[config.mk]
export PLATFORM = sky130hd
export DESIGN_NAME = flash_id_probe
export DESIGN_NICKNAME = d
export VERILOG_FILES = /design/src/rtl/flash_probe_pkg.sv /design/src/rtl/flash_probe_timer.sv /design/src/rtl/flash_probe_decode.sv /design/src/rtl/flash_id_probe.sv
export SDC_FILE = /design/constraint.sdc
export NUM_CORES = 1
export LEC_CHECK = 0
export ABC_AREA = 1
export CAP_MARGIN = 20
export CORE_AREA = 4 4 82 84
export CTS_CLUSTER_DIAMETER = 120
export DETAILED_ROUTE_END_ITERATION = 6
export DIE_AREA = 0 0 86 88
export PLACE_DENSITY = 0.75
export SYNTH_ARGS = -nofsm -noshare
export SYNTH_HDL_FRONTEND = slang
export SYNTH_SLANG_ARGS = --single-unit
[constraint.sdc]
create_clock -name clk -period 1.2 [get_ports clk]
set_input_delay 0.12 -clock clk [delete_from_list [all_inputs] [get_ports clk]]
set_output_delay 0.12 -clock clk [all_outputs]
set_load 0.03 [all_outputs]
[src/rtl/flash_probe_pkg.sv]
package flash_probe_pkg;

    typedef enum logic [3:0] {
        ST_IDLE,
        ST_GATE_ID,
        ST_WR_ID,
        ST_WAIT,
        ST_RD_HI,
        ST_CAP_HI,
        ST_RD_LO,
        ST_CAP_LO,
        ST_GATE_RST,
        ST_WR_RST
    } probe_state_t;

    localparam logic [7:0]  CMD_IDENTIFY = 8'h90;
    localparam logic [7:0]  CMD_ARRAY    = 8'hFF;
    localparam logic [7:0]  HI_WIDE_MARK = 8'hB0;
    localparam logic [15:0] ID_PART_BIG  = 16'hB0D4;
    localparam logic [15:0] ID_PART_SML  = 16'h89A6;

endpackage

[src/rtl/flash_probe_timer.sv]
module flash_probe_timer #(
    parameter int unsigned TICKS = 16,
    localparam int unsigned CW   = $clog2(TICKS + 1)
) (
    input  logic clk,
    input  logic rst_n,
    input  logic clear_i,
    input  logic tick_i,
    output logic expired_o
);
    localparam logic [CW-1:0] LIMIT = CW'(TICKS);

    logic [CW-1:0] cnt_q;

    always_ff @(posedge clk) begin
        if (!rst_n || clear_i) begin
            cnt_q <= '0;
        end else if (tick_i && (cnt_q != LIMIT)) begin
            cnt_q <= cnt_q + 1'b1;
        end
    end

    assign expired_o = (cnt_q == LIMIT);
endmodule

[src/rtl/flash_probe_decode.sv]
module flash_probe_decode
    import flash_probe_pkg::*;
(
    input  logic [15:0] id_i,
    output logic        known_o,
    output logic        big_o
);
    always_comb begin
        known_o = 1'b0;
        big_o   = 1'b0;
        if (id_i == ID_PART_BIG) begin
            known_o = 1'b1;
            big_o   = 1'b1;
        end else if (id_i == ID_PART_SML) begin
            known_o = 1'b1;
        end
    end
endmodule

[src/rtl/flash_id_probe.sv]
module flash_id_probe
    import flash_probe_pkg::*;
#(
    parameter int unsigned ADDR_W  = 22,
    parameter int unsigned WAIT_US = 15,
    parameter int unsigned CMD_OFS = 32'h8000
) (
    input  logic              clk,
    input  logic              rst_n,
    input  logic              start_i,
    input  logic              tick_us_i,
    input  logic              gate_open_i,
    input  logic [7:0]        bus_rdata_i,
    output logic              gate_req_o,
    output logic [ADDR_W-1:0] bus_addr_o,
    output logic [7:0]        bus_wdata_o,
    output logic              bus_wr_o,
    output logic              bus_rd_o,
    output logic [15:0]       id_o,
    output logic              id_ok_o,
    output logic              size_big_o,
    output logic              done_o
);
    localparam logic [ADDR_W-1:0] CMD_ADDR = ADDR_W'(CMD_OFS);
    localparam logic [ADDR_W-1:0] OFS_HI   = ADDR_W'(0);
    localparam logic [ADDR_W-1:0] OFS_LO_N = ADDR_W'(1);
    localparam logic [ADDR_W-1:0] OFS_LO_W = ADDR_W'(2);

    probe_state_t state_q, state_d;
    logic [7:0]   hi_q, lo_q;
    logic         wait_done;
    logic         dec_known, dec_big;

    // settle timer: one extra tick covers a partial first microsecond
    flash_probe_timer #(.TICKS(WAIT_US + 1)) u_timer (
        .clk      (clk),
        .rst_n    (rst_n),
        .clear_i  (state_q == ST_WR_ID),
        .tick_i   (tick_us_i),
        .expired_o(wait_done)
    );

    flash_probe_decode u_decode (
        .id_i   ({hi_q, lo_q}),
        .known_o(dec_known),
        .big_o  (dec_big)
    );

    // state register
    always_ff @(posedge clk) begin
        if (!rst_n) begin
            state_q <= ST_IDLE;
        end else begin
            state_q <= state_d;
        end
    end

    // next state
    always_comb begin
        state_d = state_q;
        unique case (state_q)
            ST_IDLE:     if (start_i)     state_d = ST_GATE_ID;
            ST_GATE_ID:  if (gate_open_i) state_d = ST_WR_ID;
            ST_WR_ID:                     state_d = ST_WAIT;
            ST_WAIT:     if (wait_done)   state_d = ST_RD_HI;
            ST_RD_HI:                     state_d = ST_CAP_HI;
            ST_CAP_HI:                    state_d = ST_RD_LO;
            ST_RD_LO:                     state_d = ST_CAP_LO;
            ST_CAP_LO:                    state_d = ST_GATE_RST;
            ST_GATE_RST: if (gate_open_i) state_d = ST_WR_RST;
            ST_WR_RST:                    state_d = ST_IDLE;
            default:                      state_d = ST_IDLE;
        endcase
    end

    // bus outputs
    always_comb begin
        gate_req_o  = 1'b0;
        bus_addr_o  = '0;
        bus_wdata_o = 8'h00;
        bus_wr_o    = 1'b0;
        bus_rd_o    = 1'b0;
        unique case (state_q)
            ST_GATE_ID, ST_GATE_RST: gate_req_o = 1'b1;
            ST_WR_ID: begin
                bus_wr_o    = 1'b1;
                bus_addr_o  = CMD_ADDR;
                bus_wdata_o = CMD_IDENTIFY;
            end
            ST_RD_HI: begin
                bus_rd_o   = 1'b1;
                bus_addr_o = OFS_HI;
            end
            ST_RD_LO: begin
                bus_rd_o   = 1'b1;
                bus_addr_o = (hi_q == HI_WIDE_MARK) ? OFS_LO_W : OFS_LO_N;
            end
            ST_WR_RST: begin
                bus_wr_o    = 1'b1;
                bus_addr_o  = CMD_ADDR;
                bus_wdata_o = CMD_ARRAY;
            end
            default: ;
        endcase
    end

    // byte capture
    always_ff @(posedge clk) begin
        if (!rst_n) begin
            hi_q <= 8'h00;
            lo_q <= 8'h00;
        end else begin
            if (state_q == ST_CAP_HI) hi_q <= bus_rdata_i;
            if (state_q == ST_CAP_LO) lo_q <= bus_rdata_i;
        end
    end

    // result registers and completion pulse
    always_ff @(posedge clk) begin
        if (!rst_n) begin
            id_o       <= 16'h0000;
            id_ok_o    <= 1'b0;
            size_big_o <= 1'b0;
            done_o     <= 1'b0;
        end else begin
            done_o <= (state_q == ST_WR_RST);
            if (state_q == ST_WR_RST) begin
                id_o       <= {hi_q, lo_q};
                id_ok_o    <= dec_known;
                size_big_o <= dec_big;
            end
        end
    end
endmodule

; Word-level counts from Yosys, hierarchy flattened
; Index checks and enable logic that the tools add are counted.
[classes]
add_sub_neg = 1
eq_ne = 18
n_mux = 14
reduce_logical = 8
[ops]
columns = cell, count
row1 = $pmux 4 s9, 1
row2 = $eq 16x16->1 const B, 2
row3 = $pmux 16 s2, 1
row4 = $eq 4x3->1 const B, 4
row5 = $mux 4, 4
row6 = $pmux 8 s2, 1
row7 = $eq 4x2->1 const B, 2
row8 = $eq 4x4->1 const B, 2
row9 = $eq 8x8->1 const B, 1
row10 = $mux 1, 6
row11 = $ne 2x2->1 const B, 3
row12 = $reduce_or 2->1, 3
row13 = $add 5x1->5 const B, 1
row14 = $eq 5x5->1 const B, 1
row15 = $ne 5x5->1 const B, 1
row16 = $eq 4x1->1 const B, 1
row17 = $logic_not 4->1, 1
row18 = $reduce_and 4->1, 1
row19 = $mux 2, 1
row20 = $ne 2x1->1 const B, 1
row21 = $logic_and 1x1->1, 1
row22 = $logic_not 1->1, 1
row23 = $logic_or 1x1->1, 1
[word_totals]
register_bits = 44
in_bits = 13
output_inout_bits = 52
elab_cells = 49

; Longest topological paths before layout
; Gate-level depths: netlist of the first run.
[logic_depth]
ltp_word = 3
depth_mapped = 11
ltp_nobuf = 11

; Hierarchy
; From an unflattened synthesis of the first run, not the netlist that was laid out.
[unflattened]
cells_unflattened = 307
area_unflattened_um2 = 2124.5
[by_module_without_submodules]
columns = mod, n_inst, cells_per_inst, area_per_inst_um2, seq_area_each_um2
row1 = flash_id_probe, 1, 230, 1704.1, 780.7
row2 = flash_probe_timer, 1, 42, 285.3, 100.1
row3 = flash_probe_decode, 1, 35, 135.1, 0.0

; Worst setup path before layout of the first run
; Ideal clock, no wire load.
[synth_timing]
path_type = register -> output
start = reg state_q[3]
end = out bus_addr_o[1]
t_arrival_ps = 1325
required_time_ps = 1080
slack_ps = -245
path_stages_with_launch = 6
n_path_buf = 0
path_cell_list = dfxtp_1 > inv_1 > nand2_1 > inv_1 > nand2_1 > nor3_1
[synth_via]
elab_chain_cells = 3
word_cells_on_any_way = 5
cone_classes = eq/ne: 3 / mux: 1 / reduce/logical: 1
[synth_lines]
columns = element, line
row1 = from (decl), flash_id_probe.sv:29  ; probe_state_t state_q, state_d;
row2 = from (signal assigned), flash_id_probe.sv:54  ; state_q <= state_d;
row3 = $eq 4x4->1 / $eq 4x2->1 (equally long branches), flash_id_probe.sv:83  ; unique case (state_q)
row4 = $reduce_or 2->1 (no line), -
row5 = $pmux 16 s2 *, flash_id_probe.sv:83
row6 = to (decl), flash_id_probe.sv:15  ; output logic [ADDR_W-1:0] bus_addr_o,
; Mark *: on every way between the ends. The rest lies on a longest branch, timed or not.

; Worst setup path in the final report of the first run
[layout_timing]
start = reg state_q[1]
end = out bus_addr_o[1]
; Same word-level chain as after synthesis.

==> results.toml, run 1 <==
[worst_setup_path]
cp_slowest_cell = "dfxtp_4"
cpLargestDelayFamily = "flip-flops"
setup.worst_path.start_class = "flip-flop"
max_stage_delay_ns = 0.40
path_buf_inv = 2
critPathRequiredTime_ns = 1.08
worstSetupPathType = "reg -> out"
crit_path_end_kind = "output port"
crit_arrival_ns = 1.29
worstPathMaxFanout = 5
path_cells = "inv_2 > nor2_4 > nand2_2 > nor3_2 > buf_4"

[global_routing]
antenna_found_initial = 0
grt-ovfl-total = 0
grt_max_degree = 19
met3_usage_pct = 3.95
grt_pass1_wl_um = 8640
grt_busiest_layer = "met2"
use_met2_pct = 26.9
first_global_vias = 1853
grt.total_usage_pct = 14.5
grt_util_met1_pct = 16.3

[power]
total_power_uw = 4060
vdd_drop_max_v = 0.000822
power.static_leakage_uw = 0.00133
power.density_nw_per_um2 = 1290

[cells_and_area]
final_common_cell = "nor2_1"
drive_gt1_share_pct = 39.0
area_growth_pct = 53.5
diodes = 0
nNetsFinal = 363
final_cell_count_no_fill = 424
nFillCells = 531
layout_common_cells = "43 x nor2_1, 38 x dfxtp_1, 23 x buf_4"

[outcome]
violations = "setup timing"
status = "complete, but fails checks"

[drt]
wire_per_inst_um = 12.9
first_iter_violations = 92
ant_nets = 0
via_per_inst = 4.60
drc = 0
wirelength_um = 5460
dr.pass1.iters = 4
num_vias = 1950

[worst_hold_path]
worstHoldPathType = "reg -> reg"

[timing]
skew_ns = 0.00642
fin_crit_sh_pct = 118
setup_viol = 33
hold_violations = 0
fin_ws_ns = -0.211
rsz0062_at_grt = "true"
clock.fmax_mhz = 709
whs_ns = 0.470
final.min_clock_period_ns = 1.41
drv_slew = 0

[cts]
cts_tree = "done"
cts.sinks = 44
clk_pin_slew_worst_paths_ns = 0.08
htree_num_levels = 2
cts_buffer_depth = 2
cts_root_buffer = "clkbuf_8"
cts_buffers = 5
clk_latency_ns = 0.30

[yosys]
synth.distinct_cells = 24
synth_top_area_cell = "dfxtp_1"
synth_top_area_share_pct = 42.9
ys_seq_area_share_pct = 42.9
netlist_area_um2 = 2050
synthTopCellsByArea = "dfxtp_1 43%, nor2_1 11%, buf_4 9.9%"
syn_area_per_cell_um2 = 7.31
yosysWarnings = 0
synth-seq-cells = 44
netlist_instances = 281

[placed_design]
hpwl_um = 3580
dp_cells = 401
gp_congestion = 0.871
io_buffers = 45

[floorplanning]
dieArea_um2 = 7570
fp.dieW_um = 86
core-area_um2 = 5920
ios = 65
die_h_um = 88
rows = 28
start_util_pct = 34.7

[flow_run]
drv_cap = 0
worst register-to-register path: cells and delay by family (launching register included):
kind                   cells  cell delay (ns)
buffers and inverters      6             0.52
flip-flops                 1             0.41
AND/OR/NAND/NOR            5             0.38
metal layers:
layer	wire length, µm	share of wire, %
met5	0	0
met4	55	1.0
met3	358	6.6
met2	2920	54
met1	2120	39
final cells by class:
class                      instances  area (µm²)  share of cell area [%]
timing repair buffer              78         812                    25.8
multi-input combinational        193        1150                    36.4
sequential                        44         898                    28.5
clock buffer                       7        86.3                    2.74
inverter                          26         108                    3.41
clock inverter                     1        7.51                   0.238
tap                               75        93.8                    2.98
repair_timing:
action                     CTS  global route
buffers inserted             7            11
hold buffers                 0             0
cloned                       2             0
resized for setup           81            75
setup endpoints to repair   39            59
pin swaps                   18            18
worst paths after layout:
path	slack (ns)	from	cells after the start	end
setup reg to reg	-0.16	state_q[0]	11	id_ok_o
hold / removal	0.47	id_o[14]	2	id_o[14]
hold reg to reg	0.47	id_o[14]	2	id_o[14]
setup / recovery	-0.21	state_q[1]	5	bus_addr_o[1]
kinds of logic (layout without fill, tap and decap cells):
logic type,after synthesis,in the layout,share of synthesized area [%]
compound gates,61,61,15.1
fa+ha+maj,2,2,1.22
xor+xnor,2,2,0.853
buf+inv,62,112,17.3
simple gates,109,109,22.5
flops,44,44,42.9
other cells,1,19,0.183
sequential cells by signal, indices dropped and copies added (netlist names):
signal	count
done_o	1
hi_q	8
id_o	16
id_ok_o	1
lo_q	8
size_big_o	1
state_q	4
u_timer.cnt_q	5
power by group:
group          leakage [µW]  total (µW)  internal (µW)  switching [µW]
Clock             0.0000445         973            468             505
Combinational      0.000929        1430            595             831
Sequential         0.000359        1670           1550             112
stage by stage:
stage,setup TNS (ns),instance area [µm²],utilization (%),setup slack [ns]
CTS,-4.21,2930,49.5,-0.241
global route,-6.77,3150,53.3,-0.284
detailed placement,-0.552,2560,43.2,-0.0582
finish,-4.12,3150,53.3,-0.211
floorplan,-0.0364,2150,-,-0.0258
global placement,-0.00972,2560,43.2,-0.00972
cells in the mapped netlist, drive strengths merged:
| cell | count |
|---|---|
| nor2 | 60 |
| conb | 1 |
| nor3 | 4 |
| a21oi | 23 |
| nand4 | 4 |
| xor2 | 2 |
| ha | 2 |
| nand2 | 33 |
| inv | 26 |
| dfxtp | 44 |
| o21bai | 1 |
| clkbuf | 3 |
| nand3b | 1 |
| a211oi | 1 |
| nand3 | 7 |
| o21ai | 36 |
| buf | 33 |
Note: power is estimated with default switching activity, not from simulation.
==> inputs of run 2 (changes only) <==
Settings changed: CELL_PAD_IN_SITES_DETAIL_PLACEMENT from default to 1, CELL_PAD_IN_SITES_GLOBAL_PLACEMENT from default to 1, CORE_AREA 4 4 82 84 to 4 4 90 92, DIE_AREA 0 0 86 88 to 0 0 94 96, GPL_TIMING_DRIVEN from default to 0, PLACE_DENSITY 0.75 to 0.84, SLEW_MARGIN from default to 20.
==> run 2 against run 1 <==
  * The flow still finishes with violations (setup timing)
  * Via count increased by 10%
  * Non-clock buffer count up 29
  * Power grew 8.6%
  * Cell count increased by 12%
  * Sequential cell count did not move
  * Clock power up 6%
  * Routed wire length rose by 28%
  * Maximum frequency fell by 7.3%
  * Critical path type unchanged
==> results.toml, run 2 (synthesis results as in run 1) <==
[cells_and_area]
final_common_cell = "buf_4"
top_register = "id_o"
multi_input_area_um2 = 1210
nFillCells = 891
drive_gt1_share_pct = 46.2
final_cell_count_no_fill = 476
largest_reg_flops = 16
register_area_um2 = 897
largest_registers = "id_o: 16 flops, hi_q: 8 flops, lo_q: 8 flops"
diodes = 0
nNetsFinal = 392
final_util_pct = 46.7
area_growth_pct = 64.1
layout_common_cells = "44 x buf_4, 37 x dfxtp_1, 35 x nor2_1"

[flow_run]
drv_cap = 0

[global_routing]
grt_pass1_wl_um = 11000
grt.total_usage_pct = 15.5
antenna_found_initial = 0
grt_max_degree = 13
grt-ovfl-total = 0
first_global_vias = 2226

[power]
p_switching_uw = 1600
vdd_drop_max_v = 0.000459
p_sw_share_pct = 36.2
clockPowerShare_pct = 23.2
power.density_nw_per_um2 = 1310
pwr-share-comb_pct = 38.8
seqPwrFrac_pct = 37.9
power.static_leakage_uw = 0.00150
intPower_uw = 2810

[timing]
rsz0062_at_grt = "true"
fin_setup_tns_ns = -7.06
tightest_slew_ns = 0.533
final.min_clock_period_ns = 1.52
drv_slew = 0
fin_ws_ns = -0.321
relSlewSlack_pct = 64.4
skew_ns = 0.00627
hold_violations = 0
setup_viol = 35
clock.fmax_mhz = 657
fin_crit_sh_pct = 127

[cts]
cts.sinks = 44
htree_num_levels = 2
cts_buffers = 5
clk_pin_slew_worst_paths_ns = 0.08
cts_tree = "done"
cts_buffer_depth = 2
ctsHoldBuffers = 0
cts_root_buffer = "clkbuf_8"
clk_latency_ns = 0.30

[worst_setup_path]
crit_path_end_kind = "output port"
worstSetupPathType = "reg -> out"
setup.worst_path.start_class = "flip-flop"
crit_arrival_ns = 1.40
worstPathMaxFanout = 6
critPathRequiredTime_ns = 1.08

[worst_hold_path]
worstHoldPathType = "in -> reg"

[floorplanning]
die_h_um = 96
fp.dieW_um = 94
ios = 65
core-area_um2 = 7210
dieArea_um2 = 9020
start_util_pct = 28.5
rows = 31

[drt]
via_per_inst = 4.52
wire_per_inst_um = 14.7
first_iter_violations = 78
drc = 0
wirelength_um = 7000
ant_nets = 0
dr.pass1.iters = 4
num_vias = 2153

[placed_design]
hpwl_um = 4470
io_buffers = 44
dp_cells = 442
gp_congestion = 0.851

[outcome]
status = "complete, but fails checks"
violations = "setup timing"
run 2: routing by layer:
layer	track usage, %	vias to the layer above	wire, µm	share of wire (%)
li1	-	1048	-	-
met1	18.0	1045	2860	41
met2	28.5	49	3730	53
met3	3.05	11	258	3.7
met4	5.17	0	139	2.0
met5	0	-	0	0
run 2: power groups by stage:
| stage | logic [µW] | registers (µW) | clock network, µW |
|---|---|---|---|
| 2_1_floorplan | 786 | 1650 | 0 |
| 3_3_place_gp | 1070 | 1670 | 0 |
| 3_5_place_dp | 1100 | 1670 | 0 |
| 4_1_cts | 1430 | 1670 | 1040 |
| 5_1_grt | 1840 | 1680 | 1100 |
| 6_report | 1710 | 1670 | 1030 |
run 2: metrics by stage:
step / worst slack (ns) / hold WS [ns] / instance area [µm²] / total power (µW)
finish: -0.321 / 0.165 / 3370 / 4410
global route: -0.364 / 0.163 / 3370 / 4620
CTS: -0.314 / 0.123 / 3180 / 4140
detailed placement: -0.728 / 0.472 / 2710 / 2770
global placement: -0.674 / 0.464 / 2710 / 2730
floorplan: -0.0258 / 0.255 / 2150 / 2440
run 2: repair_timing:
action | CTS | global route
cloned | 3 | 0
pin swaps | 21 | 22
setup endpoints to repair | 76 | 63
gates resized for setup | 181 | 84
buffers inserted | 24 | 7
run 2: worst paths after layout:
kind	start	endpoint	slack [ns]	depth (start not counted)
setup reg to reg	state_q[0]	id_ok_o	-0.28	12
setup / recovery	state_q[1]	bus_addr_o[1]	-0.32	5
hold / removal	rst_n	id_o[2]	0.17	3
hold reg to reg	id_o[3]	id_o[3]	0.49	2
run 2: layout make-up:
class / instances / share of cell area, %
plain buffers: 36 / 8.98
multi-input cells: 193 / 36.0
flip-flops and latches: 44 / 26.6
well taps: 99 / 3.67
inverters: 26 / 3.12
repair buffers: 71 / 18.7
clock buffers: 7 / 2.86
run 2: worst max-delay path: stages, from the launching register on:
cell     delay [ns]
dfxtp_4        0.41
inv_4          0.04
nor2_4         0.16
nand2_2        0.11
nor3_2         0.17
buf_4          0.20
